==> src/rtl/lb_pkg.sv <==
package lb_pkg;
  typedef enum logic [2:0] {
    PH_FREE  = 3'd0,
    PH_WBASE = 3'd1,
    PH_AGEN  = 3'd2,
    PH_MEMQ  = 3'd3,
    PH_INFL  = 3'd4
  } lb_phase_e;
endpackage

==> src/rtl/lb_alloc.sv <==
module lb_alloc #(
  parameter int NENT = 3
) (
  input  logic [NENT-1:0] free_vec,
  output logic [NENT-1:0] pick_vec
);
  always_comb begin
    logic found;
    found    = 1'b0;
    pick_vec = '0;
    for (int i = 0; i < NENT; i++) begin
      if (free_vec[i] && !found) begin
        pick_vec[i] = 1'b1;
        found       = 1'b1;
      end
    end
  end
endmodule

==> src/rtl/lb_age.sv <==
module lb_age #(
  parameter int NENT = 3
) (
  input  logic            clk,
  input  logic            rst_n,
  input  logic [NENT-1:0] alloc_vec,
  input  logic [NENT-1:0] req_vec,
  output logic [NENT-1:0] grant_vec
);
  // older_q[j][i] = 1 : entry j was allocated before entry i
  logic [NENT-1:0][NENT-1:0] older_q;

  always_ff @(posedge clk) begin
    if (!rst_n) begin
      older_q <= '0;
    end else begin
      for (int i = 0; i < NENT; i++) begin
        if (alloc_vec[i]) begin
          for (int j = 0; j < NENT; j++) begin
            older_q[i][j] <= 1'b0;
            if (j != i) older_q[j][i] <= 1'b1;
          end
        end
      end
    end
  end

  generate
    for (genvar g = 0; g < NENT; g++) begin : g_sel
      logic [NENT-1:0] col;
      for (genvar h = 0; h < NENT; h++) begin : g_col
        assign col[h] = older_q[h][g];
      end
      assign grant_vec[g] = req_vec[g] && ((req_vec & col) == '0);
    end
  endgenerate
endmodule

==> src/rtl/lb_entry.sv <==
module lb_entry
  import lb_pkg::*;
#(
  parameter int XLEN = 32,
  parameter int OFFW = 16,
  parameter int TAGW = 4
) (
  input  logic            clk,
  input  logic            rst_n,
  input  logic            flush,
  input  logic            alloc,
  input  logic [TAGW-1:0] iss_rob,
  input  logic [XLEN-1:0] iss_base,
  input  logic            iss_base_rdy,
  input  logic [TAGW-1:0] iss_base_tag,
  input  logic [OFFW-1:0] iss_off,
  input  logic            rb_valid,
  input  logic [TAGW-1:0] rb_tag,
  input  logic [XLEN-1:0] rb_value,
  input  logic            grant,
  input  logic            resp_done,
  output lb_phase_e       phase,
  output logic [TAGW-1:0] rob_tag,
  output logic [XLEN-1:0] eff_addr
);
  logic [XLEN-1:0] base_q;
  logic [OFFW-1:0] off_q;
  logic [TAGW-1:0] wait_tag_q;

  function automatic logic [XLEN-1:0] ea_calc(input logic [XLEN-1:0] b,
                                              input logic [OFFW-1:0] o);
    return b + XLEN'($signed(o));
  endfunction

  wire issue_hit = rb_valid && (rb_tag == iss_base_tag);
  wire wait_hit  = rb_valid && (rb_tag == wait_tag_q);

  always_ff @(posedge clk) begin
    if (!rst_n) begin
      phase      <= PH_FREE;
      rob_tag    <= '0;
      eff_addr   <= '0;
      base_q     <= '0;
      off_q      <= '0;
      wait_tag_q <= '0;
    end else if (flush) begin
      phase <= PH_FREE;
    end else begin
      unique case (phase)
        PH_FREE: if (alloc) begin
          rob_tag    <= iss_rob;
          off_q      <= iss_off;
          wait_tag_q <= iss_base_tag;
          if (iss_base_rdy) begin
            base_q <= iss_base;
            phase  <= PH_AGEN;
          end else if (issue_hit) begin
            base_q <= rb_value;
            phase  <= PH_AGEN;
          end else begin
            phase  <= PH_WBASE;
          end
        end
        PH_WBASE: if (wait_hit) begin
          base_q <= rb_value;
          phase  <= PH_AGEN;
        end
        PH_AGEN: begin
          eff_addr <= ea_calc(base_q, off_q);
          phase    <= PH_MEMQ;
        end
        PH_MEMQ: if (grant) phase <= PH_INFL;
        PH_INFL: if (resp_done) phase <= PH_FREE;
        default: phase <= PH_FREE;
      endcase
    end
  end
endmodule

==> src/rtl/load_buffer.sv <==
module load_buffer
  import lb_pkg::*;
#(
  parameter int NENT = 3,
  parameter int XLEN = 32,
  parameter int OFFW = 16,
  parameter int TAGW = 4,
  localparam int IDW = (NENT > 1) ? $clog2(NENT) : 1
) (
  input  logic            clk,
  input  logic            rst_n,
  input  logic            flush,
  input  logic            iss_valid,
  input  logic [TAGW-1:0] iss_rob,
  input  logic [XLEN-1:0] iss_base,
  input  logic            iss_base_rdy,
  input  logic [TAGW-1:0] iss_base_tag,
  input  logic [OFFW-1:0] iss_off,
  output logic            iss_ready,
  input  logic            rb_valid,
  input  logic [TAGW-1:0] rb_tag,
  input  logic [XLEN-1:0] rb_value,
  output logic            mrd_valid,
  output logic [IDW-1:0]  mrd_id,
  output logic [XLEN-1:0] mrd_addr,
  input  logic            mresp_valid,
  input  logic [IDW-1:0]  mresp_id,
  input  logic [XLEN-1:0] mresp_data,
  output logic            cdb_valid,
  output logic [TAGW-1:0] cdb_tag,
  output logic [XLEN-1:0] cdb_value
);
  // named internal events (observed by the checker)
  logic [NENT-1:0] busy_vec;
  logic [NENT-1:0] free_vec;
  logic [NENT-1:0] pick_vec;
  logic [NENT-1:0] alloc_vec;
  logic [NENT-1:0] req_vec;
  logic [NENT-1:0] grant_vec;
  logic [NENT-1:0] resp_hit_vec;

  lb_phase_e       phase_arr [NENT];
  logic [TAGW-1:0] tag_arr   [NENT];
  logic [XLEN-1:0] addr_arr  [NENT];

  assign free_vec  = ~busy_vec;
  assign iss_ready = (|free_vec) && !flush;
  assign alloc_vec = pick_vec & {NENT{iss_valid && iss_ready}};

  lb_alloc #(.NENT(NENT)) u_alloc (
    .free_vec (free_vec),
    .pick_vec (pick_vec)
  );

  lb_age #(.NENT(NENT)) u_age (
    .clk       (clk),
    .rst_n     (rst_n),
    .alloc_vec (alloc_vec),
    .req_vec   (req_vec),
    .grant_vec (grant_vec)
  );

  generate
    for (genvar g = 0; g < NENT; g++) begin : g_ent
      assign busy_vec[g]     = (phase_arr[g] != PH_FREE);
      assign req_vec[g]      = (phase_arr[g] == PH_MEMQ) && !flush;
      assign resp_hit_vec[g] = mresp_valid && !flush &&
                               (mresp_id == IDW'(g)) &&
                               (phase_arr[g] == PH_INFL);
      lb_entry #(.XLEN(XLEN), .OFFW(OFFW), .TAGW(TAGW)) u_ent (
        .clk          (clk),
        .rst_n        (rst_n),
        .flush        (flush),
        .alloc        (alloc_vec[g]),
        .iss_rob      (iss_rob),
        .iss_base     (iss_base),
        .iss_base_rdy (iss_base_rdy),
        .iss_base_tag (iss_base_tag),
        .iss_off      (iss_off),
        .rb_valid     (rb_valid),
        .rb_tag       (rb_tag),
        .rb_value     (rb_value),
        .grant        (grant_vec[g]),
        .resp_done    (resp_hit_vec[g]),
        .phase        (phase_arr[g]),
        .rob_tag      (tag_arr[g]),
        .eff_addr     (addr_arr[g])
      );
    end
  endgenerate

  always_comb begin
    mrd_id   = '0;
    mrd_addr = '0;
    cdb_tag  = '0;
    for (int i = 0; i < NENT; i++) begin
      if (grant_vec[i]) begin
        mrd_id   = IDW'(i);
        mrd_addr = addr_arr[i];
      end
      if (resp_hit_vec[i]) cdb_tag = tag_arr[i];
    end
  end

  assign mrd_valid = |grant_vec;
  assign cdb_valid = |resp_hit_vec;
  assign cdb_value = mresp_data;
endmodule

==> config.mk <==
export PLATFORM = sky130hd
export DESIGN_NAME = load_buffer
export DESIGN_NICKNAME = d
export VERILOG_FILES = /design/src/rtl/lb_pkg.sv /design/src/rtl/lb_alloc.sv /design/src/rtl/lb_age.sv /design/src/rtl/lb_entry.sv /design/src/rtl/load_buffer.sv
export SDC_FILE = /design/constraint.sdc
export NUM_CORES = 1
export LEC_CHECK = 0
export ABC_AREA = 1
export BUFFER_PORTS_ARGS = -buffer_cell sky130_fd_sc_hd__buf_4
export CAP_MARGIN = 20
export CORE_UTILIZATION = 40
export CTS_CLUSTER_DIAMETER = 40
export CTS_CLUSTER_SIZE = 25
export DETAILED_ROUTE_END_ITERATION = 10
export PLACE_DENSITY_LB_ADDON = 0.15
export SETUP_SLACK_MARGIN = 0.4
export SYNTH_ARGS = -nofsm -noshare
export SYNTH_HDL_FRONTEND = slang
export SYNTH_HIERARCHICAL = 1
export SYNTH_SLANG_ARGS = --single-unit
==> constraint.sdc <==
create_clock -name clk -period 2.9 [get_ports clk]
set_clock_uncertainty 0.2 [all_clocks]
set_input_delay 0.145 -clock clk [delete_from_list [all_inputs] [get_ports clk]]
set_output_delay 0.145 -clock clk [all_outputs]
set_load 0.03 [all_outputs]
======== Word level (Yosys, flattened, before mapping) ========
Cells that the tools add are included.
storage, ports and cells
  input port bits ......................... 133
  output and inout bits ................... 73
  register bits after elaboration ......... 279
operators by class
  muxes and demuxes ....................... 45
  eq/ne operators ......................... 33
  $add $sub $neg .......................... 3
  bitwise operators ....................... 7
  reductions and logical operators ........ 58
operators with widths
  operator              number
  $mux W32              11
  $pmux W32 S2          3
  $add A32 B32 Y32      3
  $pmux W3 S5           3
  $mux W3               14
  $logic_and A1 B1 Y1   21
  $eq A3 B2 Y1 const B  6
  $logic_not A3 Y1      6
  $ne A2 B1 Y1 const B  9
  $eq A4 B4 Y1          4
  $mux W4               4
  $reduce_and A5 Y1     3
  $reduce_and A4 Y1     3
  $reduce_bool A2 Y1    6
  $and A3 B3 Y3         3
  $eq A3 B1 Y1 const B  3
  $eq A3 B3 Y1 const B  3
  $reduce_and A3 Y1     3
  $reduce_bool A3 Y1    3
  $reduce_or A3 Y1      3
  $mux W1               8
  $ne A2 B2 Y1 const B  3
  $ne A3 B3 Y1 const B  2
  $reduce_and A2 Y1     3
  other kinds (10)      16

======== Depth between registers and ports, before layout ========
Gate-level depths: netlist (run 1).
  depth in word-level cells ............... 13
  gate-level depth with buffers ........... 15
  mapped depth without buffers ............ 15

======== Modules after synthesis ========
Netlist (run 1), hierarchy kept.
by module, submodules not included
  module                     cells each  instances  area each (µm²)  seq. area each (µm²)
  lb_entry (g_ent[2].u_ent)  1090        1          6348.6           1821.7
  lb_entry (g_ent[0].u_ent)  1007        1          6307.3           1821.7
  lb_entry (g_ent[1].u_ent)  1001        1          6263.5           1821.7
  load_buffer                245         1          1413.9           0.0
  lb_age                     38          1          257.7            120.1
  lb_alloc                   5           1          27.5             0.0

======== Worst setup path before layout (run 1) ========
OpenSTA, ideal clock, no wires.
  kind .................................... register to output
  start ................................... register g_ent[2].u_ent.phase[1]
  end ..................................... output port mrd_addr[22]
  arrival ................................. 2294 ps
  stages on the path, launching flop included .. 12
  setup slack ............................. 261 ps
  data required time ...................... 2555 ps
  buffers on the path ..................... 2
  path through ............................ dfxtp_1 inv_1 nor4_1 nand2_1 nor2_1 buf_6 inv_4 nand2_4 inv_4 buf_6 nand2_1 nand3_1
on the way
  cells in the longest elaborated chain, start to end .. 8
ends and longest elaborated chain
  element                  RTL line           text
  from (decl)              lb_entry.sv:22     output lb_phase_e phase,
  from (signal assigned)   lb_entry.sv:40     phase <= PH_FREE;
  from (signal assigned)   lb_entry.sv:47     phase <= PH_FREE;
  from (signal assigned)   lb_entry.sv:56     phase <= PH_AGEN;
  $eq A3 B2 Y1 (*)         load_buffer.sv:66  assign req_vec[g] = (phase_arr[g] == PH_MEMQ) && !flush;
  $logic_and A1 B1 Y1 (*)  load_buffer.sv:66
  net req_vec[2]           load_buffer.sv:38  logic [NENT-1:0] req_vec;
  $and A3 B3 Y3            lb_age.sv:34       assign grant_vec[g] = req_vec[g] && ((req_vec & col) == '0);
  $logic_not A3 Y1         lb_age.sv:34
  $logic_and A1 B1 Y1      lb_age.sv:34
  $mux W32 (2 in a row)    load_buffer.sv:97  if (grant_vec[i]) begin
  $mux W32 (*)             load_buffer.sv:97
  to (decl)                load_buffer.sv:25  output logic [XLEN-1:0] mrd_addr,
Mark *: on every way through the listed nets, which the timed path passes. The rest lies on a longest branch.

======== Worst setup path after layout (run 1) ========
  start ................................... register g_ent[2].u_ent.phase[0]
  end ..................................... output port mrd_addr[28]
The elaborated chain is that of the path after synthesis.

==> key figures, run 1 <==
Die
  • Die Width: 229 um
  • Ports: 206
  • Starting Density: 40.8%
  • Row Count: around 80
  • Die height: 229 um
  • Die ar.: between 50000 and 60000 um2
  • Core area: 50500 um2

Route
  • Iteration-0 DRC Markers: ~2000
  • Remaining antenna violation count: 0
  • Initial DRT Pass Iterations: 5
  • DRC: 0
  • Routed vias/inst: 5.09
  • Via Count: 22000
  • Total routed wirelength: 79.2 mm
  • Avg WL per Cell: ~18 um

Synth
  • Seq/Total Area, Yosys: between 20% and 30%
  • Main combinational cell family by area after synthesis: simple AND/OR/NAND/NOR gates
  • Yosys warnings: 6
  • Async S/R FF share, synth: 0%
  • Synth area leaders: dfxtp_1, nand2_1, nor2_1
  • Multiplexer share of the synthesized area: 3.55%
  • Synth Instances: 3386
  • Netlist cell types: 45
  • Adder-cell share of the synthesized area: 5.93%
  • Yosys top cell area share: 27.1%
  • EDFF count, synth: 0
  • Post-Synth XOR/XNOR Area: 2.12%
  • Ys flop type: dfxtp_1
  • Syn avg cell area: 6.09 um2
  • Synth Area in Simple Gates: 38.7%
  • Syn Nets: 3615
  • Synth Register Bits: 279
  • Synth Area in Compound Gates: 8.88%
  • Cell area after synthesis: 20600 um2
  • Leading area contributor after synthesis: dfxtp_1

Flow run
  • Max-cap viol count: 0

Timing
  • Min Tclk post-route: 2800 ps
  • RSZ-0062 raised after global routing: yes
  • Setup TNS: 0 ps
  • Final hold slack: 70.7 ps
  • Period utilization: between 90% and 100%
  • Max-slew violation count: 0
  • Max-slew headroom: 33.8%
  • Final setup violation count: 0
  • Slew @ Worst Pin: 991 ps
  • Max Clk Rate: 0.357 GHz
  • Final Hold Viols: 0

Clock tree
  • CTS Buf Count: 52
  • Root buffer cell: clkbuf_16
  • Clk pin slew, worst setup/hold paths: 50 ps
  • CTS H-tree depth: 2
  • Clock Latency Late Sink: 600 ps
  • Clock sinks: approximately 280
  • Bufs on Longest Clock Path: 3
  • CTS tree: done

Finish
  • Non-filler cells, final: 4320
  • Layout cells sized above 1: 14.0%
  • Nets: approximately 3800
  • Fin util: 51.0%
  • Layout area overhead: 24.8%
  • N_diodes: 0

GRT
  • Initial antenna violation count: 2
  • Total gr overflow: 0
  • Pin count of the biggest net entering global routing: 58
  • Overall Global Routing Usage: 29.3%
  • First-pass GRT wire length: 119 mm
  • Vias in the first global route: 20600

Setup path
  • Critical Path RT: 2560 ps
  • Worst path max stage delay: 350 ps
  • R2r worst-path depth: 9
  • Ordered list of cells on the worst path: inv_2 -> nor4_4 -> buf_4 -> nand2_2 -> nor2_4 -> buf_6 -> inv_4 -> nand2_8 -> clkinv_16 -> nand2_1 -> nand3_2 -> buf_6
  • Critical path type: register to output pin
  • CP Capture Type: output pin
  • Critical Path Fanout Max: 17
  • Startpoint types: register
  • Arrival time at the worst endpoint: 2460 ps
  • Slowest-stage cell, CP: dfxtp_4
  • Top cell by count, worst path: buf_6

Power and ir drop
  • Maximum vdd drop: approximately 0.42 mV
  • Leak Pwr: ~13 nW
  • Total power: 11.7 mW
  • Power Density: about 450 nW/um2

Worst hold path
  • Hold/Removal Path Class: input pin to register
  • Hold Path Stages: 8

Place
  • GPL Wtd Cong: 0.941
  • Post-detail-place hpwl: 59.4 mm
  • Post-placement cell count: 4090
  • Port Buffers: roughly 140

Run status
  • Status: finished, final reports clean
[through the flow]
stage	instance area (um2)	worst slack [ps]
finish	25700	99.7
global route	25700	-0.747
CTS	25200	154
detailed placement	22000	204
global placement	22000	280
floorplan	20600	435
[sequential cells by signal, summed over array words and instances, names as in the netlist]
signal                  flops
g_ent.u_ent/rob_tag        12
u_age/g_sel.col             6
g_ent.u_ent/phase           9
g_ent.u_ent/base_q         96
g_ent.u_ent/wait_tag_q     12
g_ent.u_ent/eff_addr       96
g_ent.u_ent/off_q          48
[cell families after synthesis]
group,Yosys count
compound gates,349
xor+xnor,50
fa+ha+maj,96
buf+inv,652
flops,279
mux,65
simple gates,1895
[power breakdown]
part	leakage (nW)	internal, mW	switching [mW]	total (mW)
Clock	0.887	3.85	2.38	6.23
Sequential	2.26	3.94	0.0871	4.02
Combinational	10.2	0.538	0.902	1.44
Total	13.3	8.32	3.37	11.7
[cell type report]
type	instances	area (um2)
fill	5231	24700
multi-input combinational	2457	12500
sequential	279	5610
timing repair buffer	313	3040
inverter	501	1910
clock buffer	60	1400
tap	672	841
clock inverter	37	394
timing repair inverter	1	30.0
[worst max-delay path, delay by kind of cell, from the launching register on]
| family | cells | cell delay [ps] |
|---|---|---|
| AND/OR/NAND/NOR | 6 | 850 |
| buffers and inverters | 6 | 640 |
| flip-flops | 1 | 350 |
[cell usage after synthesis (3+ instances only)]
master,number
o21bai_1,10
nor2_4,4
buf_4,49
or2_1,3
nand4_1,42
nand2_1,983
nor3_2,6
nand3_1,294
nor3_1,19
ha_1,93
nand2_2,26
o21ai_0,102
mux2_2,27
buf_6,15
fa_1,3
and2_1,3
xnor2_1,7
a21oi_1,186
buf_2,38
buf_1,6
nand2_4,3
o21ai_1,32
inv_1,475
a21o_1,5
dfxtp_1,279
nor2_1,480
mux2_1,38
nand3_2,22
clkbuf_1,41
o22ai_1,6
inv_2,24
xor2_1,43
[layout by cell type, fill, tap and decap left out, drive strengths merged, types with 5 or more instances in the layout]
cell type    synthesis  routed
clkbuf              41      64
dlygate4sd3          0      93
o22ai                6       6
dfxtp              279     279
a21oi              190     190
o21bai              10      10
nor2               486     486
clkinv               0      12
ha                  93      93
or2                  5       5
mux2                65      65
a21o                 5       5
nor3                27      27
nand3              316     316
buf                110     216
nand2             1012    1014
xnor2                7       7
nand4               42      42
inv                501     522
xor2                43      43
o21ai              134     134
[final timing paths]
kind / start / end / slack (ps)
worst max register to register: g_ent[0].u_ent/base_q[0] / g_ent[0].u_ent/eff_addr[12] / 490
worst min register to register: g_ent[2].u_ent/wait_tag_q[3] / g_ent[2].u_ent/wait_tag_q[3] / 270
worst max-delay path: g_ent[2].u_ent/phase[0] / mrd_addr[28] / 100
worst min-delay path: rb_tag[0] / g_ent[2].u_ent/phase[0] / 70
[timing repair]
item                                    4_1_cts  5_1_grt
cloned                                        3        7
gates resized for setup                      78       68
setup buffers                                18       12
endpoints found under the hold margin       192        0
endpoints found under the setup margin      121      168
hold buffers                                 93        0
pin swaps                                    22       32
[routing by layer]
| metal | track usage [%] | vias up | wire (um) |
|---|---|---|---|
| met2 | 45.8 | 722 | 34700 |
| met3 | 3.86 | 145 | 5400 |
| met4 | 9.52 | 4 | 2740 |
| met1 | 41.4 | 10100 | 36300 |
| met5 | 0 | - | 25 |
| li1 | - | 11100 | - |
No activity file was read; power rests on OpenSTA's default activity.
==> run 2, diff against run 1 <==
--- a/config.mk
+++ b/config.mk
@@ -18,3 +18,3 @@
 export SYNTH_HDL_FRONTEND = slang
-export SYNTH_HIERARCHICAL = 1
 export SYNTH_SLANG_ARGS = --single-unit
+export TNS_END_PERCENT = 50
--- a/constraint.sdc
+++ b/constraint.sdc
@@ -4,2 +4,2 @@
 set_output_delay 0.145 -clock clk [all_outputs]
-set_load 0.03 [all_outputs]
+set_load 0.02 [all_outputs]
==> run 2 against run 1 <==
Critical path depth is 1 lower. Register-to-register slack worse by 60 ps. Total power is 7.5% higher. Core utilization is 0.39 points higher. Worst setup slack better by 94 ps. Die area is 1.1% lower. Highest routed layer unchanged.
==> key figures, run 2 <==
Place
  • Port Buffers: 141
  • Post-placement cell count: 4160
  • GPL Wtd Cong: 0.963
  • Post-detail-place hpwl: 58.7 mm

Clock tree
  • Bufs on Longest Clock Path: 3
  • Root buffer cell: clkbuf_16
  • Clock Latency Late Sink: 610 ps
  • Clock sinks: 279
  • Clk pin slew, worst setup/hold paths: 50 ps
  • CTS H-tree depth: 2
  • CTS Buf Count: 54
  • CTS tree: done

Synth
  • Leading area contributor after synthesis: dfxtp_1
  • Cell area after synthesis: 20400 um2
  • Seq/Total Area, Yosys: a little over a quarter
  • Count leader, synth: nand2_1
  • Async S/R FF share, synth: 0%
  • Yosys top cell area share: 27.4%
  • Synth Instances: 3466
  • Synth area leaders: dfxtp_1, nand2_1, inv_1
  • Synth Register Bits: about 280
  • Syn Nets: 3695
  • Yosys warnings: 0
  • Commonest cells post-synth: nand2_1, inv_1, nor2_1
  • Netlist cell types: 39
  • Syn avg cell area: 5.88 um2
  • Ys flop type: dfxtp_1
  • EDFF count, synth: 0

GRT
  • Overall Global Routing Usage: 29.4%
  • Total gr overflow: 0
  • Vias in the first global route: roughly 20000
  • Pin count of the biggest net entering global routing: 126
  • First-pass GRT wire length: 118 mm
  • Initial antenna violation count: 3

Worst hold path
  • Hold/Removal Path Class: input pin to register
  • Hold endpoint: g_ent[2].u_ent.base_q[1]
  • Hold Path Stages: 7
  • Hold path startpoint: iss_base[1]

Setup path
  • Worst path max stage delay: 360 ps
  • Critical path type: register to output pin
  • Arrival time at the worst endpoint: 2360 ps
  • Critical Path RT: 2560 ps
  • CP Capture Type: output pin
  • Top cell by count, worst path: buf_12
  • FF-to-FF End: g_ent[0].u_ent.base_q[2]
  • Critical Path Fanout Max: 5
  • R2r worst-path depth: 12
  • Slowest-stage cell, CP: dfxtp_2
  • Reg2Reg Setup Slack: 430 ps
  • Worst r2r src: g_ent[0].u_ent.phase[1]
  • Ordered list of cells on the worst path: nand2_4 -> nor2_4 -> nand2_2 -> nand3_4 -> inv_4 -> a31oi_4 -> buf_12 -> buf_12 -> nand3_2 -> o211ai_1 -> buf_4
  • Startpoint types: register

Route
  • Remaining antenna violation count: 0
  • Iteration-0 DRC Markers: 1707
  • Via Count: about 22000
  • Total routed wirelength: 76.9 mm
  • Routed vias/inst: 4.94
  • Initial DRT Pass Iterations: 5
  • DRC: 0
  • Avg WL per Cell: around 18 um

Flow run
  • Max-cap viol count: 0

Power and ir drop
  • P_int: between 8 and 9 mW
  • Clock share of power: a little over half
  • Power Density: 486 nW/um2
  • Leak Pwr: 13.5 nW
  • Share of power burned in registers: 32.6%
  • Psw: 3.62 mW
  • Comb pwr share: 13.5%
  • Maximum vdd drop: around 0.53 mV
  • Switching share of total power: 28.8%

Die
  • Starting Density: 40.6%
  • Die Width: 228 um
  • Core area: 50300 um2
  • Die ar.: between 50000 and 60000 um2
  • Row Count: 82
  • Die height: around 230 um
  • Ports: around 210

Finish
  • Non-filler cells, final: roughly 4400
  • Most frequent cells in the layout: nand2_1, inv_1, nor2_1
  • Nets: 3900
  • Biggest regs: g_ent.u_ent.base_q x96, g_ent.u_ent.eff_addr x96, g_ent.u_ent.off_q x48
  • Commonest non-fill, non-tap cell in the layout: nand2_1
  • Layout area overhead: 26.7%
  • N_diodes: 0
  • Layout cells sized above 1: 11.2%

Timing
  • Setup TNS: 0 ps
  • Max Clk Rate: 0.369 GHz
  • Max-slew headroom: 52.0%
  • Slew @ Worst Pin: 720 ps
  • Final Hold Viols: 0
  • RSZ-0062 raised after global routing: yes
  • Final setup violation count: 0
  • Max-slew violation count: 0
  • Period utilization: 93.3%
  • Min Tclk post-route: 2710 ps

Run status
  • Status: finished, final reports clean
run 2: changes by cell type in the layout (fill, tap and decap cells not counted), sizes merged, moves of 13 or more:
cell | before | now
nand2 | 1014 | 1068
o21ai | 134 | 264
nand3 | 316 | 193
inv | 522 | 628
o21bai | 10 | 71
nor3 | 27 | 71
o21a | 0 | 13
nand4 | 42 | 11
mux2 | 65 | 0
nor2 | 486 | 330
o221ai | 0 | 27
run 2: cells by family after synthesis:
kind of cell | synth area share (%)
AO/OA/AOI/OAI | 15.8
XOR/XNOR | 2.19
adder cells (fa/ha/maj) | 6.00
buffers and inverters | 15.4
flip-flops | 27.4
AND/OR/NAND/NOR | 33.2
run 2: critical path: cells and delay by family, from the launching register on:
kind,cells,cell delay [ps]
flip-flops,1,360
AO/OA/AOI/OAI,2,340
buffers and inverters,4,590
AND/OR/NAND/NOR,5,440
run 2: how the worst max path moves through the flow:
| stage | start | end | slack, ps | cells after the start |
|---|---|---|---|---|
| after global placement | g_ent[2].u_ent.base_q[0] | g_ent[2].u_ent.eff_addr[20] | 420 | 12 |
| after floorplan | g_ent[0].u_ent.phase[1] | mrd_addr[10] | 790 | 9 |
| final | g_ent[0].u_ent.phase[1] | mrd_addr[9] | 190 | 11 |
| after global routing | g_ent[0].u_ent.phase[1] | mrd_addr[9] | 140 | 11 |
| after CTS | g_ent[0].u_ent.phase[0] | mrd_addr[9] | 220 | 11 |
| after detailed placement | g_ent[2].u_ent.base_q[0] | g_ent[2].u_ent.eff_addr[20] | 420 | 12 |
run 2: what timing repair did:
action,CTS,global route
setup endpoints to repair,35,90
gates cloned,5,0
gates resized for setup,63,68
buffers inserted,14,4
hold endpoints to repair,172,0
pin swaps,9,14
hold buffers,104,0
run 2: layout make-up:
class / instances / area (um2)
repair buffers: 312 / 2950
inverters: 619 / 2330
flip-flops and latches: 279 / 5600
clock buffers: 66 / 1480
well taps: 672 / 841
fillers: 5319 / 24400
clock inverters: 36 / 502
multi-input cells: 2405 / 12100
run 2: layer usage:
layer / GRT usage, % / wire length [um] / vias up
met4: 9.02 / 2160 / 2
met5: 0 / 13 / -
met1: 42.2 / 37200 / 9772
met2: 45.6 / 33200 / 601
li1: - / - / 11200
met3: 3.54 / 4450 / 121
run 2: power groups by stage:
stage	Sequential (mW)	Clock (mW)	Combinational (mW)
floorplan	4.12	0	1.03
finish	4.10	6.77	1.70
global route	4.11	7.01	1.88
detailed placement	4.17	0	1.53
global placement	4.17	0	1.53
CTS	4.10	6.83	1.66
run 2: per-stage QoR:
stage                     hold WS (ps)  util [%]  power, mW  setup slack [ps]  area [um2]
after floorplan                   88.2         -       5.15               790       20400
after global placement            90.1      43.6       5.70               418       21900
after detailed placement          90.1      43.6       5.70               423       21900
after CTS                         2.55      50.7       12.6               224       25500
after global routing              70.0      51.4       13.0               138       25800
final                             53.3      51.4       12.6               193       25800
